===== src/rtl/mpu_pkg.sv =====
package mpu_pkg;
  typedef struct packed {
    logic nx;
    logic nw;
    logic en;
  } win_attr_t;

  typedef enum logic [1:0] {
    CFG_LO   = 2'd0,
    CFG_HI   = 2'd1,
    CFG_ATTR = 2'd2,
    CFG_CTRL = 2'd3
  } cfg_kind_e;
endpackage


===== src/rtl/mpu_region_bank.sv =====
module mpu_region_bank
  import mpu_pkg::*;
#(
  parameter int NREG = 8,
  parameter int AW   = 23,
  localparam int IDXW = (NREG > 1) ? $clog2(NREG) : 1
) (
  input  logic                     clk,
  input  logic                     rst_n,
  input  logic                     cfg_we,
  input  logic [IDXW-1:0]          cfg_idx,
  input  logic [1:0]               cfg_kind,
  input  logic [AW-1:0]            cfg_wdata,
  output logic [NREG-1:0][AW-1:0]  win_lo,
  output logic [NREG-1:0][AW-1:0]  win_hi,
  output win_attr_t [NREG-1:0]     win_attr,
  output logic                     periph_grant
);
  for (genvar i = 0; i < NREG; i++) begin : g_win
    logic sel;
    assign sel = cfg_we && (cfg_idx == IDXW'(i));
    always_ff @(posedge clk or negedge rst_n) begin
      if (!rst_n) begin
        win_lo[i]   <= '0;
        win_hi[i]   <= '0;
        win_attr[i] <= '0;
      end else if (sel) begin
        case (cfg_kind)
          CFG_LO:   win_lo[i]   <= cfg_wdata;
          CFG_HI:   win_hi[i]   <= cfg_wdata;
          CFG_ATTR: win_attr[i] <= win_attr_t'(cfg_wdata[2:0]);
          default:  ;
        endcase
      end
    end
  end

  always_ff @(posedge clk or negedge rst_n) begin
    if (!rst_n) periph_grant <= 1'b0;
    else if (cfg_we && cfg_kind == CFG_CTRL) periph_grant <= cfg_wdata[0];
  end
endmodule


===== src/rtl/mpu_region_cmp.sv =====
module mpu_region_cmp
  import mpu_pkg::*;
#(
  parameter int AW = 23,
  parameter int GB = 3
) (
  input  logic [AW-1:0] addr,
  input  logic          is_write,
  input  logic          is_fetch,
  input  logic [AW-1:0] lo,
  input  logic [AW-1:0] hi,
  input  win_attr_t     attr,
  output logic          hit,
  output logic          deny
);
  // Block number of a byte address on the comparison grain.
  function automatic logic [AW-1:0] grain_of(input logic [AW-1:0] a);
    return a >> GB;
  endfunction

  function automatic logic in_span(input logic [AW-1:0] a,
                                   input logic [AW-1:0] l,
                                   input logic [AW-1:0] h);
    return (grain_of(a) >= grain_of(l)) && (grain_of(a) <= grain_of(h));
  endfunction

  assign hit  = attr.en && in_span(addr, lo, hi);
  assign deny = hit && ((attr.nw && is_write) || (attr.nx && is_fetch));
endmodule


===== src/rtl/mpu_viol_latch.sv =====
module mpu_viol_latch #(
  parameter int AW = 23
) (
  input  logic          clk,
  input  logic          rst_n,
  input  logic          viol_now,
  input  logic [AW-1:0] acc_addr,
  input  logic          acc_write,
  input  logic          acc_fetch,
  input  logic          clr_nmi,
  output logic          viol_q,
  output logic          nmi_req,
  output logic [AW-1:0] cap_addr,
  output logic          cap_write,
  output logic          cap_fetch
);
  logic cap_open;
  assign cap_open = viol_now && (!nmi_req || clr_nmi);

  always_ff @(posedge clk or negedge rst_n) begin
    if (!rst_n) begin
      viol_q    <= 1'b0;
      nmi_req   <= 1'b0;
      cap_addr  <= '0;
      cap_write <= 1'b0;
      cap_fetch <= 1'b0;
    end else begin
      viol_q  <= viol_now;
      nmi_req <= viol_now || (nmi_req && !clr_nmi);
      if (cap_open) begin
        cap_addr  <= acc_addr;
        cap_write <= acc_write;
        cap_fetch <= acc_fetch;
      end
    end
  end

  a_r9_sticky_hold: assert property (@(posedge clk) disable iff (!rst_n)
    nmi_req && !clr_nmi |=> nmi_req);
  a_r9_strobe_raises: assert property (@(posedge clk) disable iff (!rst_n)
    viol_q |-> nmi_req);
  a_r10_capture_frozen: assert property (@(posedge clk) disable iff (!rst_n)
    nmi_req && !clr_nmi |=> $stable(cap_addr) && $stable(cap_write) && $stable(cap_fetch));
endmodule


===== src/rtl/mpu_guard.sv =====
module mpu_guard
  import mpu_pkg::*;
#(
  parameter int              NREG      = 8,
  parameter int              AW        = 23,
  parameter int              GB        = 3,
  parameter logic [AW-1:0]   PERIPH_LO = 23'h000000,
  parameter logic [AW-1:0]   PERIPH_HI = 23'h0007FF,
  localparam int             IDXW      = (NREG > 1) ? $clog2(NREG) : 1
) (
  input  logic            clk,
  input  logic            rst_n,
  input  logic            cfg_we,
  input  logic [IDXW-1:0] cfg_idx,
  input  logic [1:0]      cfg_kind,
  input  logic [AW-1:0]   cfg_wdata,
  input  logic            acc_valid,
  input  logic [AW-1:0]   acc_addr,
  input  logic            acc_write,
  input  logic            acc_fetch,
  input  logic            acc_super,
  input  logic            clr_nmi,
  output logic            viol_q,
  output logic            nmi_req,
  output logic [AW-1:0]   cap_addr,
  output logic            cap_write,
  output logic            cap_fetch
);
  logic [NREG-1:0][AW-1:0] win_lo, win_hi;
  win_attr_t [NREG-1:0]    win_attr;
  logic                    periph_grant;
  logic [NREG-1:0]         win_hit, win_deny;
  logic                    user_acc, periph_hit, periph_bad, region_bad, viol_now;

  mpu_region_bank #(.NREG(NREG), .AW(AW)) u_bank (
    .clk(clk), .rst_n(rst_n), .cfg_we(cfg_we), .cfg_idx(cfg_idx),
    .cfg_kind(cfg_kind), .cfg_wdata(cfg_wdata), .win_lo(win_lo),
    .win_hi(win_hi), .win_attr(win_attr), .periph_grant(periph_grant)
  );

  for (genvar i = 0; i < NREG; i++) begin : g_cmp
    mpu_region_cmp #(.AW(AW), .GB(GB)) u_cmp (
      .addr(acc_addr), .is_write(acc_write), .is_fetch(acc_fetch),
      .lo(win_lo[i]), .hi(win_hi[i]), .attr(win_attr[i]),
      .hit(win_hit[i]), .deny(win_deny[i])
    );
  end

  assign user_acc   = acc_valid && !acc_super;
  assign periph_hit = (acc_addr >= PERIPH_LO) && (acc_addr <= PERIPH_HI);
  assign periph_bad = periph_hit && !periph_grant;
  assign region_bad = |win_deny;
  assign viol_now   = user_acc && (region_bad || periph_bad);

  mpu_viol_latch #(.AW(AW)) u_latch (
    .clk(clk), .rst_n(rst_n), .viol_now(viol_now), .acc_addr(acc_addr),
    .acc_write(acc_write), .acc_fetch(acc_fetch), .clr_nmi(clr_nmi),
    .viol_q(viol_q), .nmi_req(nmi_req), .cap_addr(cap_addr),
    .cap_write(cap_write), .cap_fetch(cap_fetch)
  );

  a_r6_super_bypass: assert property (@(posedge clk) disable iff (!rst_n)
    acc_valid && acc_super |=> !viol_q);
  a_r8_idle_quiet: assert property (@(posedge clk) disable iff (!rst_n)
    !acc_valid |=> !viol_q);
  a_r5_deny_needs_hit: assert property (@(posedge clk) disable iff (!rst_n)
    (win_deny & ~win_hit) == '0);
  a_r3_read_no_region_fault: assert property (@(posedge clk) disable iff (!rst_n)
    user_acc && !acc_write && !acc_fetch && !periph_hit |=> !viol_q);
endmodule


===== config.mk =====
export PLATFORM = sky130hd
export DESIGN_NAME = mpu_guard
export DESIGN_NICKNAME = d
export VERILOG_FILES = /design/src/rtl/mpu_pkg.sv /design/src/rtl/mpu_region_bank.sv /design/src/rtl/mpu_region_cmp.sv /design/src/rtl/mpu_viol_latch.sv /design/src/rtl/mpu_guard.sv
export SDC_FILE = /design/constraint.sdc
export NUM_CORES = 1
export LEC_CHECK = 0
export BUFFER_PORTS_ARGS = -buffer_cell sky130_fd_sc_hd__buf_2
export CORE_UTILIZATION = 24
export CTS_BUF_LIST = sky130_fd_sc_hd__clkbuf_2
export DETAILED_ROUTE_END_ITERATION = 10
export MAX_ROUTING_LAYER = met4
export SLEW_MARGIN = 5
export SYNTH_ARGS = -nofsm -noshare
export SYNTH_HDL_FRONTEND = slang
export SYNTH_HIERARCHICAL = 1
export SYNTH_SLANG_ARGS = --single-unit

===== constraint.sdc =====
create_clock -name clk -period 2.9 [get_ports clk]
set_input_delay 0.725 -clock clk [delete_from_list [all_inputs] [get_ports clk]]
set_output_delay 0.725 -clock clk [all_outputs]
set_load 0.02 [all_outputs]

==> results of run 1 <==
[repair_timing]
item,CTS,global route
endpoints found under the setup margin,27,27
setup buffers,4,11
gates resized for setup,11,45
hold buffers,9,0
pin swaps,13,27
gates cloned,2,0
hold endpoints to repair,177,0
[cell usage in the layout (no fill, tap or decap), types with 9 or more instances in the layout]
cell type        n
dfrtp_1        372
mux2_2         334
inv_1          321
ha_1           249
buf_4          179
clkbuf_2       132
a21oi_1         87
buf_2           84
ha_4            71
nand2_1         52
nand4_1         49
nor2_1          45
nand3_1         33
a21o_1          32
clkinv_1        26
o21ai_0         24
mux2_4          24
and4_1          23
buf_12          18
nor3_1          16
a221oi_2        15
a211oi_1        14
nor2b_1         12
mux2_1          12
nand2b_1        11
a21oi_2         10
inv_2            9
dlygate4sd3_1    9
[final cells by class]
class | instances | area, µm² | area share
Multi-Input combinational cell | 1220 | 12840 | 0.4571
Sequential cell | 372 | 9309 | 0.3315
Timing Repair Buffer | 296 | 2322 | 0.08269
Tap cell | 1254 | 1569 | 0.05587
Inverter | 328 | 1231 | 0.04384
Clock buffer | 132 | 660.6 | 0.02352
Clock inverter | 31 | 145.1 | 0.005168
Antenna cell | 4 | 10.01 | 0.0003564
[worst register-to-register path: stages (launching register included)]
cell	delay, ns
dfrtp_1	0.37
inv_2	0.06
ha_4	0.26
nand4_1	0.11
buf_6	0.15
nor4bb_4	0.29
buf_4	0.15
a21boi_4	0.15
a2111o_1	0.18
a221oi_4	0.10
nor2b_4	0.16
nor4_4	0.31
a21oi_2	0.09
a31o_1	0.24
nand2_4	0.21
buf_8	0.19
mux2_4	0.31
[power by group]
part / internal [mW] / switching, mW / total (mW)
sequential: 6.28 / 0.618 / 6.90
clock: 1.31 / 2.24 / 3.55
combinational: 2.81 / 2.79 / 5.60
[stage by stage]
stage | cells | total power [mW] | setup TNS (ns) | util
floorplan | 1981 | 10.32 | -7.132 | -
global placement | 3446 | 12.25 | -33.51 | 0.2864
detailed placement | 3446 | 12.38 | -36.06 | 0.2864
CTS | 3624 | 16.11 | -12.41 | 0.2975
global route | 3636 | 17.31 | -16.30 | 0.3013
finish | 3637 | 16.05 | -13.59 | 0.3014
[flip-flops by register name, summed over array words and instances, names as in the netlist]
name and flops:
u_bank/periph_grant 1, u_bank/win_attr 24, u_bank/win_hi 160, u_bank/win_lo 160, u_latch/cap_addr 23, u_latch/cap_fetch 1, u_latch/cap_write 1, u_latch/nmi_req 1
u_latch/viol_q 1
[worst max path at each step]
stage	end	slack, ns	depth (start not counted)
2_1_floorplan	u_latch/cap_addr[0]	-0.31	13
3_3_place_gp	u_latch/cap_addr[16]	-1.30	15
3_5_place_dp	u_latch/cap_addr[16]	-1.40	15
4_1_cts	u_latch/cap_addr[13]	-0.51	15
5_1_grt	u_latch/cap_addr[17]	-0.65	15
6_report	u_latch/cap_addr[9]	-0.56	16
[layer usage]
metal | GRT usage | up-vias | part of all wire
met3 | 0.02233 | 97 | 0.039
met1 | 0.1885 | 7946 | 0.48
met2 | 0.2212 | 313 | 0.45
met5 | - | - | 0
met4 | 0.05554 | 0 | 0.028
li1 | - | 7693 | -
==> impl_metrics.tcl, run 1 <==
set metrics [dict create \
    status "finished with violations" \
    violations "design-rule violations, negative setup slack" \
    rsz0062_at_grt "true" \
    whs_path_depth 2 \
    core-area_mm2 0.09319 \
    fin_hold_ws_ns 0.1291 \
    slew_viol_final 0 \
    drv_cap 0 \
    rows 112 \
    syn-mean-instance-area_um2 11.38 \
    synth_area_mm2 0.02254 \
    critPathTopFamily "simple AND/OR/NAND/NOR gates" \
    initial_core_util 0.2418 \
    hpwl_um 47550 \
    io_pins 86 \
    grt_remaining_overflow 0 \
    hold_viol_final 0 \
    endpoint_kind "flop" \
    cts_tree "yes" \
    leakage_nw 13.36 \
    timing.rr.end "u_latch/cap_addr[9]" \
    crit_arrival_ns 4.39 \
    skew_ns 0.09099 \
    clock-sinks 372 \
    antenna_found_initial 3 \
    worst-r2r-cell-count 16 \
    die_area_mm2 0.09513 \
    wl_per_cell_um 18.01 \
    postLayoutSetupSlackWorst_ns -0.5594 \
    clk_pin_slew_ns 0.10 \
    crit_buf_inv 4 \
    design_area_mm2 0.02808 \
    vias 16050 \
    final.min_clock_period_ns 3.459 \
    reg2reg_from "u_bank/win_hi[136]" \
    syn_inst 1981 \
    vdd_drop_max_uv 235.4 \
    gp_congestion 0.8601 \
    cts_root_buf "clkbuf_2" \
    drt-pass1-iter-count 8 \
    setup_viol 27 \
    cp-startpoint "u_bank/win_hi[136]" \
    place_ws_ns -1.404 \
    r2r_setup_slack_ns -0.56 \
    path_class "flop to flop" \
    grt_max_degree 63 \
    hp-class "input pin to flop" \
    insertion_delay_ns 1.08 \
    hold_end "u_latch/cap_addr[12]" \
    placed_cell_area_mm2 0.02669 \
    crit_path_top_delay_cell "dfrtp_1" \
    vias_per_cell 4.413 \
    drc 2 \
    start_kind "flop" \
    dr.first_iter.drc_count 684 \
    drive_gt1_frac 0.3913 \
    dieHeight_um 308.4 \
    crit_fanout 7 \
    holdCritStartpoint "acc_addr[12]" \
    worst_pin_slew_ns 0.5811 \
    relSlewSlack 0.6085 \
    power_density_mw_per_mm2 571.4 \
    fillers 9585 \
    cts_made_buffers 97 \
    worst_ep_required_time_ns 3.84 \
    track_usage 0.1436 \
    ant_nets 0 \
    min_period_over_period 1.193 \
    die_x_um 308.4 \
    max_stage_delay_ns 0.37 \
    grt_first_pass_wirelength_um 99770 \
    grt_pass1_vias 16270 \
    syn-num-nets 2360 \
    numPortBuffers 85 \
    htreeDepth 3 \
    max_freq_ghz 0.2891 \
    path_cells "inv_2 -> ha_4 -> nand4_1 -> buf_6 -> nor4bb_4 -> buf_4 -> a21boi_4 -> a2111o_1 -> a221oi_4 -> nor2b_4 -> nor4_4 -> a21oi_2 -> a31o_1 -> nand2_4 -> buf_8 -> mux2_4" \
    num-nets-final 2694 \
    yosysWarnings 6 \
    drt-total-wl_um 65490 \
    area_growth_syn_to_layout_pct 24.62 \
    cts_buffer_depth 3 \
]
No activity file was read; power rests on OpenSTA's default activity.
==> inputs of run 2 (changes only) <==
- CORE_UTILIZATION: 24 -> 58
- GPL_TIMING_DRIVEN: unset -> 0
- PLACE_DENSITY: unset -> 0.78
==> run 2 against run 1 <==
  * Utilization is 38 points higher
  * First-iteration DRC count is 24% higher
  * Sequential power hardly changed
  * Clock skew is 0.024 ns lower
  * The flow finishes with violations (negative setup slack)
  * Largest cell class unchanged
  * Final cell count is 23% lower
  * Global-route usage is 17 points higher
==> impl_metrics.tcl, run 2 (synthesis gave the netlist of run 1 again) <==
set metrics [dict create \
    rows 71 \
    die_area_mm2 0.03965 \
    initial_core_util 0.5941 \
    crit_arrival_ns 4.54 \
    violations "negative setup slack" \
    cts_root_buf "clkbuf_2" \
    setup.worst_path.end "u_latch/cap_addr[1]" \
    htreeDepth 3 \
    setup_viol 27 \
    grt_pass1_vias 16850 \
    path_class "flop to flop" \
    reg_top3 "u_bank/win_hi (160), u_bank/win_lo (160), u_bank/win_attr (24)" \
    cts_made_buffers 100 \
    status "finished with violations" \
    clk_pin_slew_ns 0.09 \
    grt_remaining_overflow 0 \
    timing.rr.end "u_latch/cap_addr[1]" \
    power_frac_seq 0.433 \
    drt-total-wl_um 57690 \
    num-nets-final 2581 \
    worst-r2r-cell-count 13 \
    min_period_over_period 1.277 \
    final.min_clock_period_ns 3.704 \
    hp-class "input pin to flop" \
    postLayoutSetupSlackWorst_ns -0.8035 \
    ant_nets 0 \
    endpoint_kind "flop" \
    seq_area_mm2 0.009309 \
    tns_ns -18.69 \
    drive_gt1_frac 0.3420 \
    r2r_setup_slack_ns -0.80 \
    p_total_mw 15.86 \
    fin_cells 2800 \
    drv_cap 0 \
    relSlewSlack 0.4235 \
    p_sw_frac 0.3440 \
    worst_pin_slew_ns 0.8648 \
    grt_max_degree 114 \
    fin_util 0.6836 \
    intPower_mw 10.40 \
    dieHeight_um 199.1 \
    worst_ep_required_time_ns 3.73 \
    final_common_cell "dfrtp_1" \
    grt_first_pass_wirelength_um 90440 \
    area_growth_syn_to_layout_pct 15.06 \
    cp-startpoint "u_bank/win_hi[159]" \
    multiInputGateArea_mm2 0.01260 \
    vias_per_cell 5.748 \
    clock-sinks 372 \
    vias 16090 \
    pwr-share-clk 0.245 \
    core-area_mm2 0.03793 \
    track_usage 0.3122 \
    crit_fanout 5 \
    vdd_drop_max_uv 362.0 \
    dpl.cell_count 2577 \
    skew_ns 0.06718 \
    rsz0062_at_grt "true" \
    reg2reg_from "u_bank/win_hi[159]" \
    p_switching_mw 5.454 \
    cts_buffer_depth 3 \
    hold_viol_final 0 \
    pwr-share-comb 0.322 \
    insertion_delay_ns 0.99 \
    place_ws_ns -1.892 \
    power_density_mw_per_mm2 611.5 \
    drc 0 \
    dr.first_iter.drc_count 850 \
    gp_congestion 0.9135 \
    die_x_um 199.1 \
    numPortBuffers 82 \
    leakage_nw 12.72 \
    placed_cell_area_mm2 0.02452 \
    hpwl_um 41190 \
    fin_hold_ws_ns 0.09699 \
    wl_per_cell_um 20.60 \
    io_pins 86 \
    antenna_found_initial 8 \
    final_cell_mix "372 x dfrtp_1, 338 x mux2_2, 326 x inv_1, 260 x ha_1, 152 x clkbuf_2" \
    design_area_mm2 0.02593 \
    cts_tree "yes" \
    drt-pass1-iter-count 5 \
    max_freq_ghz 0.2700 \
    start_kind "flop" \
    slew_viol_final 0 \
    fillers 2801 \
]
-- run 2: what timing repair did --
item | 4_1_cts | 5_1_grt
hold endpoints to repair | 145 | 0
resized for setup | 14 | 4
setup endpoints to repair | 27 | 27
buffers inserted | 11 | 4
pin swaps | 17 | 5
hold buffers | 18 | 0
gates cloned | 0 | 1
-- run 2: area by class of cell --
type,count,area share
repair buffers,119,0.03199
clock inverters,30,0.007624
flip-flops and latches,372,0.3590
inverters,328,0.04748
clock buffers,151,0.02914
plain buffers,61,0.01332
multi-input cells,1220,0.4860
well taps,511,0.02466
diodes,8,0.0007721
-- run 2: how the worst min path moves through the flow --
stage                      start                  end  slack (ns)  depth (start not counted)
2_1_floorplan              rst_n  u_bank/periph_grant        0.43                          0
3_3_place_gp   u_bank/win_hi[79]    u_bank/win_hi[79]        0.47                          1
3_5_place_dp   u_bank/win_hi[79]    u_bank/win_hi[79]        0.47                          1
4_1_cts            cfg_wdata[20]   u_bank/win_lo[181]      0.0006                          2
5_1_grt             cfg_wdata[8]   u_bank/win_hi[146]        0.02                          2
6_report           cfg_wdata[20]   u_bank/win_lo[181]         0.1                          2
-- run 2: worst max-delay path: stages, from the launching register on --
cell and delay [ns]:
dfrtp_1 0.37, inv_1 0.07, ha_4 0.28, nand4_1 0.28
nor4bb_4 0.47, nand4_1 0.25, a221oi_2 0.43, nor2b_1 0.22
nor4_2 0.06, a21oi_2 0.22, a31o_1 0.24, nand2_4 0.17
clkbuf_16 0.22, mux2_4 0.30
-- run 2: power by group through the flow --
stage          combinational [mW]  clock [mW]  sequential [mW]
3_5_place_dp                 4.93           0             6.96
5_1_grt                      5.73        4.28             6.99
2_1_floorplan                3.32           0             7.00
4_1_cts                      5.05        4.01             6.85
6_report                     5.11        3.88             6.87
3_3_place_gp                 4.61           0             6.89
-- run 2: layer usage --
layer,up-vias,track usage,wire length [µm]
met1,8063,0.4103,26180
met2,457,0.4610,25650
met3,115,0.07831,4184
met5,-,-,0
met4,0,0.1274,1676
li1,7458,-,-
